File: src/rtl/pdh_pkg.sv
`timescale 1ns/1ps
package pdh_pkg;

    localparam int DEF_ADDR_W = 32;
    localparam int DEF_OFF_W  = 6;
    localparam int DEF_SET_W  = 11;
    localparam int DEF_MULT   = 9;

    function automatic int tag_width(input int addr_w, input int off_w, input int set_w);
        return addr_w - off_w - set_w;
    endfunction

    function automatic int min_int(input int a, input int b);
        return (a < b) ? a : b;
    endfunction

    function automatic bit mult_bit(input int mult, input int pos);
        return ((mult >> pos) & 1) != 0;
    endfunction

endpackage

File: src/rtl/pd_addr_split.sv
`timescale 1ns/1ps
module pd_addr_split #(
    parameter int ADDR_W = pdh_pkg::DEF_ADDR_W,
    parameter int OFF_W  = pdh_pkg::DEF_OFF_W,
    parameter int SET_W  = pdh_pkg::DEF_SET_W,
    localparam int TAG_W = pdh_pkg::tag_width(ADDR_W, OFF_W, SET_W)
) (
    input  logic [ADDR_W-1:0] addr,
    output logic [SET_W-1:0]  idx_field,
    output logic [TAG_W-1:0]  tag_field
);
    logic unused_offset;

    // line offset is dropped, index and tag fields are sliced out
    assign unused_offset = ^addr[OFF_W-1:0];
    assign idx_field     = addr[OFF_W +: SET_W];
    assign tag_field     = addr[ADDR_W-1 -: TAG_W];

endmodule

File: src/rtl/pd_mult_trunc.sv
`timescale 1ns/1ps
module pd_mult_trunc #(
    parameter int TAG_W = 15,
    parameter int SET_W = pdh_pkg::DEF_SET_W,
    parameter int MULT  = pdh_pkg::DEF_MULT,
    localparam int USE_W = pdh_pkg::min_int(TAG_W, SET_W)
) (
    input  logic [TAG_W-1:0] tag,
    output logic [SET_W-1:0] prod
);
    logic [SET_W-1:0] tag_low;
    logic [SET_W-1:0] terms [SET_W];

    assign tag_low = SET_W'(tag[USE_W-1:0]);

    // One shifted copy of the tag per set bit of the constant
    for (genvar i = 0; i < SET_W; i++) begin : g_term
        if (pdh_pkg::mult_bit(MULT, i)) begin : g_on
            assign terms[i] = tag_low << i;
        end else begin : g_off
            assign terms[i] = '0;
        end
    end

    always_comb begin
        prod = '0;
        for (int k = 0; k < SET_W; k++) begin
            prod = prod + terms[k];
        end
    end

    // the shift-add network agrees with a true multiply, truncated
    always_comb begin
        assert_shift_add_R3: assert (prod == SET_W'(tag * MULT))
            else $error("shift-add product mismatch");
    end

endmodule

File: src/rtl/pd_out_stage.sv
`timescale 1ns/1ps
module pd_out_stage #(
    parameter int SET_W = pdh_pkg::DEF_SET_W,
    parameter int TAG_W = 15
) (
    input  logic             clk,
    input  logic             rst,
    input  logic             in_valid,
    input  logic [SET_W-1:0] idx_next,
    input  logic [TAG_W-1:0] tag_next,
    output logic             out_valid,
    output logic [SET_W-1:0] out_index,
    output logic [TAG_W-1:0] out_tag
);
    always_ff @(posedge clk) begin
        if (rst) begin
            out_valid <= 1'b0;
            out_index <= '0;
            out_tag   <= '0;
        end else begin
            out_valid <= in_valid;
            if (in_valid) begin
                out_index <= idx_next;
                out_tag   <= tag_next;
            end
        end
    end

    assert_valid_rise_R6: assert property (@(posedge clk) disable iff (rst)
        in_valid |=> out_valid);

    assert_valid_low_R6: assert property (@(posedge clk) disable iff (rst)
        !in_valid |=> !out_valid);

    assert_hold_idle_R7: assert property (@(posedge clk) disable iff (rst)
        !in_valid |=> ($stable(out_index) && $stable(out_tag)));

    assert_latency_R5: assert property (@(posedge clk) disable iff (rst)
        in_valid |=> (out_index == $past(idx_next) && out_tag == $past(tag_next)));

    assert_reset_clear_R8: assert property (@(posedge clk)
        rst |=> (!out_valid && out_index == '0 && out_tag == '0));

endmodule

File: src/rtl/pd_set_hash.sv
`timescale 1ns/1ps
module pd_set_hash #(
    parameter int ADDR_W = pdh_pkg::DEF_ADDR_W,
    parameter int OFF_W  = pdh_pkg::DEF_OFF_W,
    parameter int SET_W  = pdh_pkg::DEF_SET_W,
    parameter int MULT   = pdh_pkg::DEF_MULT,
    localparam int TAG_W = pdh_pkg::tag_width(ADDR_W, OFF_W, SET_W)
) (
    input  logic              clk,
    input  logic              rst,
    input  logic              in_valid,
    input  logic [ADDR_W-1:0] in_addr,
    output logic              out_valid,
    output logic [SET_W-1:0]  out_index,
    output logic [TAG_W-1:0]  out_tag
);
    logic [SET_W-1:0] idx_field;
    logic [TAG_W-1:0] tag_field;
    logic [SET_W-1:0] disp;
    logic [SET_W-1:0] idx_hashed;

    pd_addr_split #(.ADDR_W(ADDR_W), .OFF_W(OFF_W), .SET_W(SET_W)) u_split (
        .addr      (in_addr),
        .idx_field (idx_field),
        .tag_field (tag_field)
    );

    pd_mult_trunc #(.TAG_W(TAG_W), .SET_W(SET_W), .MULT(MULT)) u_mult (
        .tag  (tag_field),
        .prod (disp)
    );

    // narrow add, carry out of the top bit discarded (power-of-two modulo)
    assign idx_hashed = idx_field + disp;

    pd_out_stage #(.SET_W(SET_W), .TAG_W(TAG_W)) u_out (
        .clk       (clk),
        .rst       (rst),
        .in_valid  (in_valid),
        .idx_next  (idx_hashed),
        .tag_next  (tag_field),
        .out_valid (out_valid),
        .out_index (out_index),
        .out_tag   (out_tag)
    );

    // stored tag is the accepted address's upper field
    assert_tag_pass_R4: assert property (@(posedge clk) disable iff (rst)
        in_valid |=> out_tag == $past(in_addr[ADDR_W-1 -: TAG_W]));

endmodule

File: config.mk
export PLATFORM = sky130hd
export DESIGN_NAME = pd_set_hash
export DESIGN_NICKNAME = d
export VERILOG_FILES = /design/src/rtl/pdh_pkg.sv /design/src/rtl/pd_addr_split.sv /design/src/rtl/pd_mult_trunc.sv /design/src/rtl/pd_out_stage.sv /design/src/rtl/pd_set_hash.sv
export SDC_FILE = /design/constraint.sdc
export NUM_CORES = 1
export LEC_CHECK = 0
export ABC_AREA = 1
export ABC_CLOCK_PERIOD_IN_PS = 2600
export BUFFER_PORTS_ARGS = -buffer_cell sky130_fd_sc_hd__buf_2
export CAP_MARGIN = 20
export CORE_MARGIN = 2
export CORE_UTILIZATION = 49
export CTS_CLUSTER_DIAMETER = 80
export DETAILED_ROUTE_END_ITERATION = 12
export HOLD_SLACK_MARGIN = 0.06
export PLACE_DENSITY = 0.84
export SYNTH_ARGS = -nofsm -noshare
export SYNTH_HDL_FRONTEND = slang
export SYNTH_SLANG_ARGS = --single-unit
export TNS_END_PERCENT = 50
File: constraint.sdc
create_clock -name clk -period 2.6 [get_ports clk]
set_input_delay 0.52 -clock clk [delete_from_list [all_inputs] [get_ports clk]]
set_output_delay 0.52 -clock clk [all_outputs]
set_load 0.02 [all_outputs]
Yosys cells after proc, flatten, opt, wreduce, memory -nomap -nowiden
Index checks and enable logic that the tools add are counted.
{ "classes": {"eq_ne": 0, "order_cmp": 0, "mux": 0, "bitwise_logic": 0, "div_mod_pow": 0, "addsub": 2, "multipliers": 0, "n_reduce_logical": 0, "shifts": 0} }
{ "ops": {"columns": ["cell", "count"], "rows": [
  ["adder 11 bit", 2]
]} }
{ "totals": {"wordCells": 5, "ramBits": 0, "latch_bits": 0, "reg_bits": 27, "n_memories": 0, "romBits": 0, "in_bits": 35} }

Longest topological paths before layout
Gate-level depths: netlist of run 1.
{ "depth": {"word_depth": 2, "depth_mapped": 14, "mapped_depth_nobuf": 14} }

Hierarchy
Synthesis of run 1 repeated with hierarchy kept, for this count alone.
{ "hier_totals": {"hier_cells": 364, "area_unflattened_um2": 2278.4} }
{ "modules_own_cells": {"columns": ["module", "seq_area_each_um2", "area_each_um2", "cells_per_inst", "instances"], "rows": [
  ["pd_out_stage", 540.5, 1129.8, 168, 1],
  ["pd_set_hash", 0.0, 569.3, 107, 1],
  ["pd_mult_trunc", 0.0, 384.1, 63, 1],
  ["pd_addr_split", 0.0, 195.2, 26, 1]
]} }

Least setup slack after synthesis of run 1
OpenSTA, ideal clock, no wires.
{ "synth_timing": {"kind": "input to register", "startpoint": "input port in_addr[9]", "endpoint": "register u_out.out_index[4]", "stages": 9, "t_arrival_ns": 2.121, "path_buffers": 0, "slack_ns": 0.366, "setup_ns": 0.113, "path_cell_list": "inv_1 > fa_1 > inv_1 > ha_1 > or2_1 > and2_4 > xor2_1 > o21ai_1 > inv_1"} }
{ "synth_via": {"elab_chain_cells": 1} }
{ "synth_lines": {"columns": ["element", "line_no", "source"], "rows": [
  ["from (decl)", "pd_set_hash.sv:12", "input logic [ADDR_W-1:0] in_addr,"],
  ["adder 11 bit", "pd_set_hash.sv:34", "assign idx_hashed = idx_field + disp;"],
  ["to (signal assigned)", "pd_out_stage.sv:23", "out_index <= idx_next;"],
  ["to (decl)", "pd_out_stage.sv:12", "output logic [SET_W-1:0] out_index,"]
]} }
Every way passes these cells.
A chain may end at the register's enable or synchronous reset.

Final worst setup path of run 1
{ "layout_timing": {"startpoint": "input port in_addr[20]", "endpoint": "register u_out.out_index[6]"} }
{ "layout_via": {"elab_chain_cells": 2} }
{ "layout_lines": {"columns": ["element", "line_no", "source"], "rows": [
  ["adder 11 bit", "pd_mult_trunc.sv:28", "prod = prod + terms[k];"],
  ["adder 11 bit", "pd_set_hash.sv:34", null]
]} }
Every way passes these cells.

==> results of run 1 <==
[worst paths after layout]
kind                                                 startpoint                         endpoint  slack [ns]  cells past startpoint
worst max-delay path                                in_addr[20]  u_out.out_index[6]$_SDFFE_PP0P_        0.55                     13
worst max register to register  u_out.out_index[7]$_SDFFE_PP0P_  u_out.out_index[7]$_SDFFE_PP0P_        1.91                      4
worst min register to register    u_out.out_tag[7]$_SDFFE_PP0P_    u_out.out_tag[7]$_SDFFE_PP0P_        0.47                      2
worst min-delay path                                in_addr[31]   u_out.out_tag[14]$_SDFFE_PP0P_        0.41                      3
[metal layers]
layer	global-route usage (%)	up-vias	part of all wire [%]
li1	-	808	-
met1	25.7	672	47
met2	33.7	43	46
met3	2.70	5	5.2
met4	7.22	0	1.3
met5	0	-	0
[power by group]
group / switching [mW] / leakage (nW) / internal [mW]
clock network: 0.133 / 0.0139 / 0.0589
logic: 0.250 / 0.838 / 0.159
registers: 0.0146 / 0.224 / 0.448
total: 0.398 / 1.08 / 0.666
[stage by stage]
step / power, mW / hold WS (ns) / instance area (um^2)
2_1_floorplan: 0.774 / 0.536 / 1680
3_3_place_gp: 0.868 / 0.446 / 1950
3_5_place_dp: 0.879 / 0.452 / 1950
4_1_cts: 1.07 / 0.407 / 1980
5_1_grt: 1.15 / 0.401 / 1980
6_report: 1.06 / 0.414 / 1980
[logic make-up (layout without fill, tap and decap cells)]
logic type | Yosys count | in the layout
simple gates | 107 | 107
flops | 27 | 27
fa+ha+maj | 20 | 20
xor+xnor | 7 | 7
buf+inv | 35 | 87
compound gates | 30 | 30
[cell usage after synthesis, types with 2 or more instances]
master    instances
a211oi_1          3
a21oi_1          20
clkbuf_1          3
dfxtp_1          27
fa_1              8
ha_1             12
inv_1            25
inv_2             2
nand2_1          64
nand2_2           3
nand3_1          10
nor2_1           27
o21ai_1           3
xnor2_1           3
xor2_1            4
[flip-flops by register name (all words and copies together), names as in the netlist]
name / flops
u_out.out_tag: 15
u_out.out_index: 11
u_out.out_valid: 1
[worst min-delay path, delay by kind of cell]
family,cells,cell delay (ns)
compound gates,1,0.05
buf+inv,1,0.09
simple gates,1,0.05
[final cells by class]
| type | count | area (um^2) |
|---|---|---|
| repair buffers | 56 | 283 |
| clock inverters | 1 | 7.51 |
| well taps | 46 | 57.6 |
| inverters | 27 | 101 |
| multi-input cells | 164 | 971 |
| clock buffers | 3 | 22.5 |
| fillers | 340 | 1330 |
| flip-flops and latches | 27 | 541 |
==> impl_results.md, run 1 <==
- Antenna fix cells: 0
- Status: finished clean
- Clock Pin Slew Worst Setup and Hold Paths: 0.15 ns
- Final WS setup: 0.553 ns
- Compound-cell area share of the yosys netlist: 10.0%
- Post-Synth XOR/XNOR Area: 3.66%
- Core area: 3310 um^2
- Io pins: 62
- RSZ-0062 raised after global routing: false
- Clock Latency Late Sink: 0.33 ns
- Synth Area per Inst: 7.42 um^2
- Worst Max-Slew Pin Slew: 0.513 ns
- DRC: 0
- CTS buffer count: 3
- Total grt overflow: 0
- Setup bufs post-CTS: 0
- Initial core utilization: 50.6%
- YS warnings: 0
- DRT iter0 DRCs: 41
- Final setup viols: 0
- Max Cap Viol: 0
- Min cycle time layout: 2.05 ns
- GRT Util Overall: 19.8%
- CP peak stage delay: 0.48 ns
- Routed Wire Length: 3.51 mm
- Synthesized net count: 281
- CP max-delay cell: fa_1
- Post-Synth Simple-Gate Area: 25.7%
- Number of synthesized flops with an enable pin: 0
- Fin. max-slew vios: 0
- Cell Pwr Density: 536 nW/um^2
- Core Util, Final: 59.9%
- Gate Count Post-Synth: 226
- Synth top area share: 32.2%
- Crit share post-route: 78.7%
- Crit Path Class: in -> reg
- Yosys cell types: 27
- Largest net degree at the start of global routing: 28
- Final Instance Count excl. Fillers: 324
- Fmax: 0.488 GHz
- Hold-fix buffers at CTS: 0
- Setup Skew: 0 ns
- TritonCTS clock tree: yes
- Crit path buffers/inverters: 4
- Setup TNS: 0 ns
- Total number of vias: 1528
- Commonest non-fill, non-tap cell in the layout: nand2_1
- CTS resizes: 0
- Port bufs: 55
- Worst Path Arrival: 2.30 ns
- Gpl congestion: 0.881
- # nets final: 334
- Critical path endpoint category: flip-flop
- Row count: 21
- Post-synthesis sequential area ratio: 32.2%
- Vias in the first global route: 1501
- Share of flip-flops with an asynchronous set or reset: 0%
- DRT Pass-1 Iters: 4
- Post-synth top area cell: dfxtp_1
- Detailed Place HPWL: 2.75 mm
- Layout cells sized above 1: 24.5%
- Synth Register Bits: 27
- Clock Tree Buf Depth: 2
- Routed length per instance: 10.8 um
- Static leakage: 1.08 nW
- Rel. slew slack: 65.8%
- Synth-to-Final Area Change: 18.3%
- CP top delay family: adder cells
- DIE AREA: 3910 um^2
- Die Height: 62.5 um
- Routed Antenna Nets: 0
- Die width: 62.5 um
- Initial antenna violation count: 0
- Type of origin of the critical path: input pin
- Synth area leaders: dfxtp_1, nand2_1, fa_1, ha_1, nor2_1
- Most frequent cells in the layout: nand2_1, buf_2, nor2_1, dfxtp_1, inv_1
- CP Max Fanout: 5
- Sink Count: 27
- Hold WC Path Type: in -> reg
- Post-Place Cells: 320
- Root Buffer: clkbuf_4
- H-tree Lvls: 1
- Dpl ws: 0.181 ns
- Final Hold Violating Endpoints: 0
- Maximum vdd drop: 0.282 mV
- Post-synthesis mux area share: 0%
- CP Cell Sequence: buf_2 > inv_1 > fa_1 > inv_1 > ha_1 > or2_1 > and2_4 > nand2_2 > nand2_1 > nand2_1 > nand3_1 > nand2_1 > inv_1
- Post-Syn Area: 1680 um^2
- Number of vias per cell: 4.72
- Post-Synth Adder-Cell Area: 18.5%
- Synth Flop Type: dfxtp_1
- First-pass GRT wire length: 6.35 mm
- Combinational family with the most area after synthesis: simple AND/OR/NAND/NOR gates
- Worst EP required: 2.86 ns
Power figures use the tool's default switching activity.
==> run 2: changes to the inputs <==
- ABC_CLOCK_PERIOD_IN_PS: 2600 -> 1900
- clock period: 2.6 -> 1.9 ns (I/O delays scaled with it)
==> impl_results.md, run 2 (synthesis results as in run 1) <==
- Status: finished clean
- Fillers: 314 (-7.6%)
- Setup Skew: 0 ns (unchanged)
- Detailed Place HPWL: 2.88 mm (+5.0%)
- Clock Pin Slew Worst Setup and Hold Paths: 0.15 ns (about the same)
- Final Hold Violating Endpoints: 0 (unchanged)
- H-tree Lvls: 1 (unchanged)
- Max FFs per register: 15 (unchanged)
- DIE AREA: 3910 um^2 (unchanged)
- Row count: 21 (unchanged)
- Static leakage: 1.16 nW (+7.4%)
- FF-to-FF setup slack: 1.21 ns (-0.70 ns)
- Final setup viols: 0 (unchanged)
- Most frequent cells in the layout: nand2_1, buf_2, nor2_1, dfxtp_1, inv_1
- Total grt overflow: 0 (unchanged)
- Sink Count: 27 (unchanged)
- Initial antenna violation count: 0 (unchanged)
- Maximum vdd drop: 0.364 mV (+29%)
- Min cycle time layout: 1.81 ns
- Sw frac: 36.7% (-0.64 points)
- Overall power: 1.56 mW (+47%)
- DRT iter0 DRCs: 71 (+73%)
- Die Height: 62.5 um (unchanged)
- Crit share post-route: 95.1%
- Pint: 0.987 mW (+48%)
- Routed Antenna Nets: 0 (unchanged)
- Port bufs: 55 (unchanged)
- Root Buffer: clkbuf_4
- Hold WC Path Type: in -> reg
- Commonest non-fill, non-tap cell in the layout: nand2_1
- Total number of vias: 1626 (+6.4%)
- Routed Wire Length: 3.76 mm (+7.0%)
- Hold-fix buffers at CTS: 0 (unchanged)
- RR Startpoint: u_out.out_index[4]$_SDFFE_PP0P_
- Number of vias per cell: 4.77 (+1.1%)
- DRC: 0 (unchanged)
- Layout cells sized above 1: 30.2% (+5.7 points)
- Fmax: 0.553 GHz
- GRT Util Overall: 20.7% (+0.88 points)
- Regs by FF count: u_out.out_tag: 15 flops, u_out.out_index: 11 flops, u_out.out_valid: 1 flops
- Core area: 3310 um^2 (unchanged)
- DRT Pass-1 Iters: 4 (unchanged)
- RR Endpoint: u_out.out_index[4]$_SDFFE_PP0P_
- Setup TNS: 0 ns (unchanged)
- First-pass GRT wire length: 6.61 mm (+4.0%)
- CTS resizes: 0 (unchanged)
- Most flops, register: u_out.out_tag
- Setup bufs post-CTS: 0 (unchanged)
- Worst Reg-to-Reg Cells: 4 (unchanged)
- Gpl congestion: 0.881 (unchanged)
- Crit Path Class: in -> reg
- Vias in the first global route: 1552 (+3.4%)
- Type of origin of the critical path: input pin
- Fin. max-slew vios: 0 (unchanged)
- Combinational share of power: 42.1% (+3.6 points)
- Rel. slew slack: 66.5% (+0.73 points)
- Cell Pwr Density: 732 nW/um^2 (+37%)
- Sequential Power Share: 40.6% (-2.9 points)
- Clock power share: 17.3% (-0.8 points)
- Antenna fix cells: 0 (unchanged)
- Largest net degree at the start of global routing: 28 (unchanged)
- Max Cap Viol: 0 (unchanged)
- Hold depth: 3 (unchanged)
- Critical path endpoint category: flip-flop
- Clock Tree Buf Depth: 2 (unchanged)
- RSZ-0062 raised after global routing: false
- Routed length per instance: 11.0 um (+1.7%)
- Initial core utilization: 50.6% (unchanged)
- NetSw: 0.573 mW (+44%)
- Synth-to-Final Area Change: 27.1%
- Hold EP: u_out.out_tag[12]$_SDFFE_PP0P_
- TritonCTS clock tree: yes
- Worst Path Arrival: 2.07 ns (-0.23 ns)
- Io pins: 62 (unchanged)
- CTS buffer count: 3 (unchanged)
- Worst EP required: 2.17 ns (-0.69 ns)
- # nets final: 351 (+5.1%)
- Worst Max-Slew Pin Slew: 0.502 ns (-0.0109 ns)
- Die width: 62.5 um (unchanged)
- Hold wc startpoint: in_addr[29]
- CP Max Fanout: 5 (unchanged)
- Clock Latency Late Sink: 0.35 ns (+0.02 ns)
[run 2: changes by cell type in the layout (fill, tap and decap cells not counted), sizes merged]
cell / before / now
buf: 56 / 73
[run 2: power by group through the flow]
stage	logic (mW)	clock network [mW]	registers (mW)
final	0.657	0.270	0.633
after global routing	0.737	0.303	0.640
after CTS	0.657	0.276	0.634
after detailed placement	0.651	0	0.646
after global placement	0.632	0	0.645
after floorplan	0.364	0	0.704
[run 2: metal layers]
metal / track usage (%) / routed length, um
met1: 25.2 / 1700
met2: 36.4 / 1810
met3: 4.14 / 194
met4: 7.22 / 55
met5: 0 / 0
[run 2: metrics by stage]
step                      instance area (um^2)  util (%)  setup WS [ns]  hold WS (ns)  instances
final                                     2130      64.4         0.0923         0.259        341
after global routing                      2130      64.4        0.00744         0.240        341
after floorplan                           1700         -        -0.0360         0.510        226
after CTS                                 2130      64.4         0.0919         0.261        341
after detailed placement                  2100      63.5         -0.291         0.451        337
after global placement                    2100      63.5         -0.264         0.444        337
[run 2: critical path: stages]
cell,delay [ns]
buf_2,0.17
inv_8,0.04
fa_1,0.54
inv_2,0.05
ha_4,0.28
nand2_1,0.06
o21ai_2,0.17
nand2_1,0.11
nand3_1,0.08
nand2_1,0.05
o21ai_1,0.11
inv_1,0.04
[run 2: worst max path at each step]
stage | startpoint | endpoint | slack, ns | cells after the start
2_1_floorplan | in_addr[20] | u_out.out_index[4]$_SDFFE_PP0P_ | -0.04 | 9
3_3_place_gp | in_addr[20] | u_out.out_index[7]$_SDFFE_PP0P_ | -0.26 | 12
3_5_place_dp | in_addr[20] | u_out.out_index[7]$_SDFFE_PP0P_ | -0.29 | 12
4_1_cts | in_addr[20] | u_out.out_index[7]$_SDFFE_PP0P_ | 0.09 | 12
5_1_grt | in_addr[20] | u_out.out_index[7]$_SDFFE_PP0P_ | 0.007 | 12
6_report | in_addr[20] | u_out.out_index[7]$_SDFFE_PP0P_ | 0.09 | 12
[run 2: cell type report]
class	count	area, um^2	area share, %
inverter	27	109	5.11
sequential	27	541	25.4
multi-input combinational	164	983	46.2
clock inverter	1	7.51	0.352
timing repair buffer	73	410	19.3
tap	46	57.6	2.70
clock buffer	3	22.5	1.06
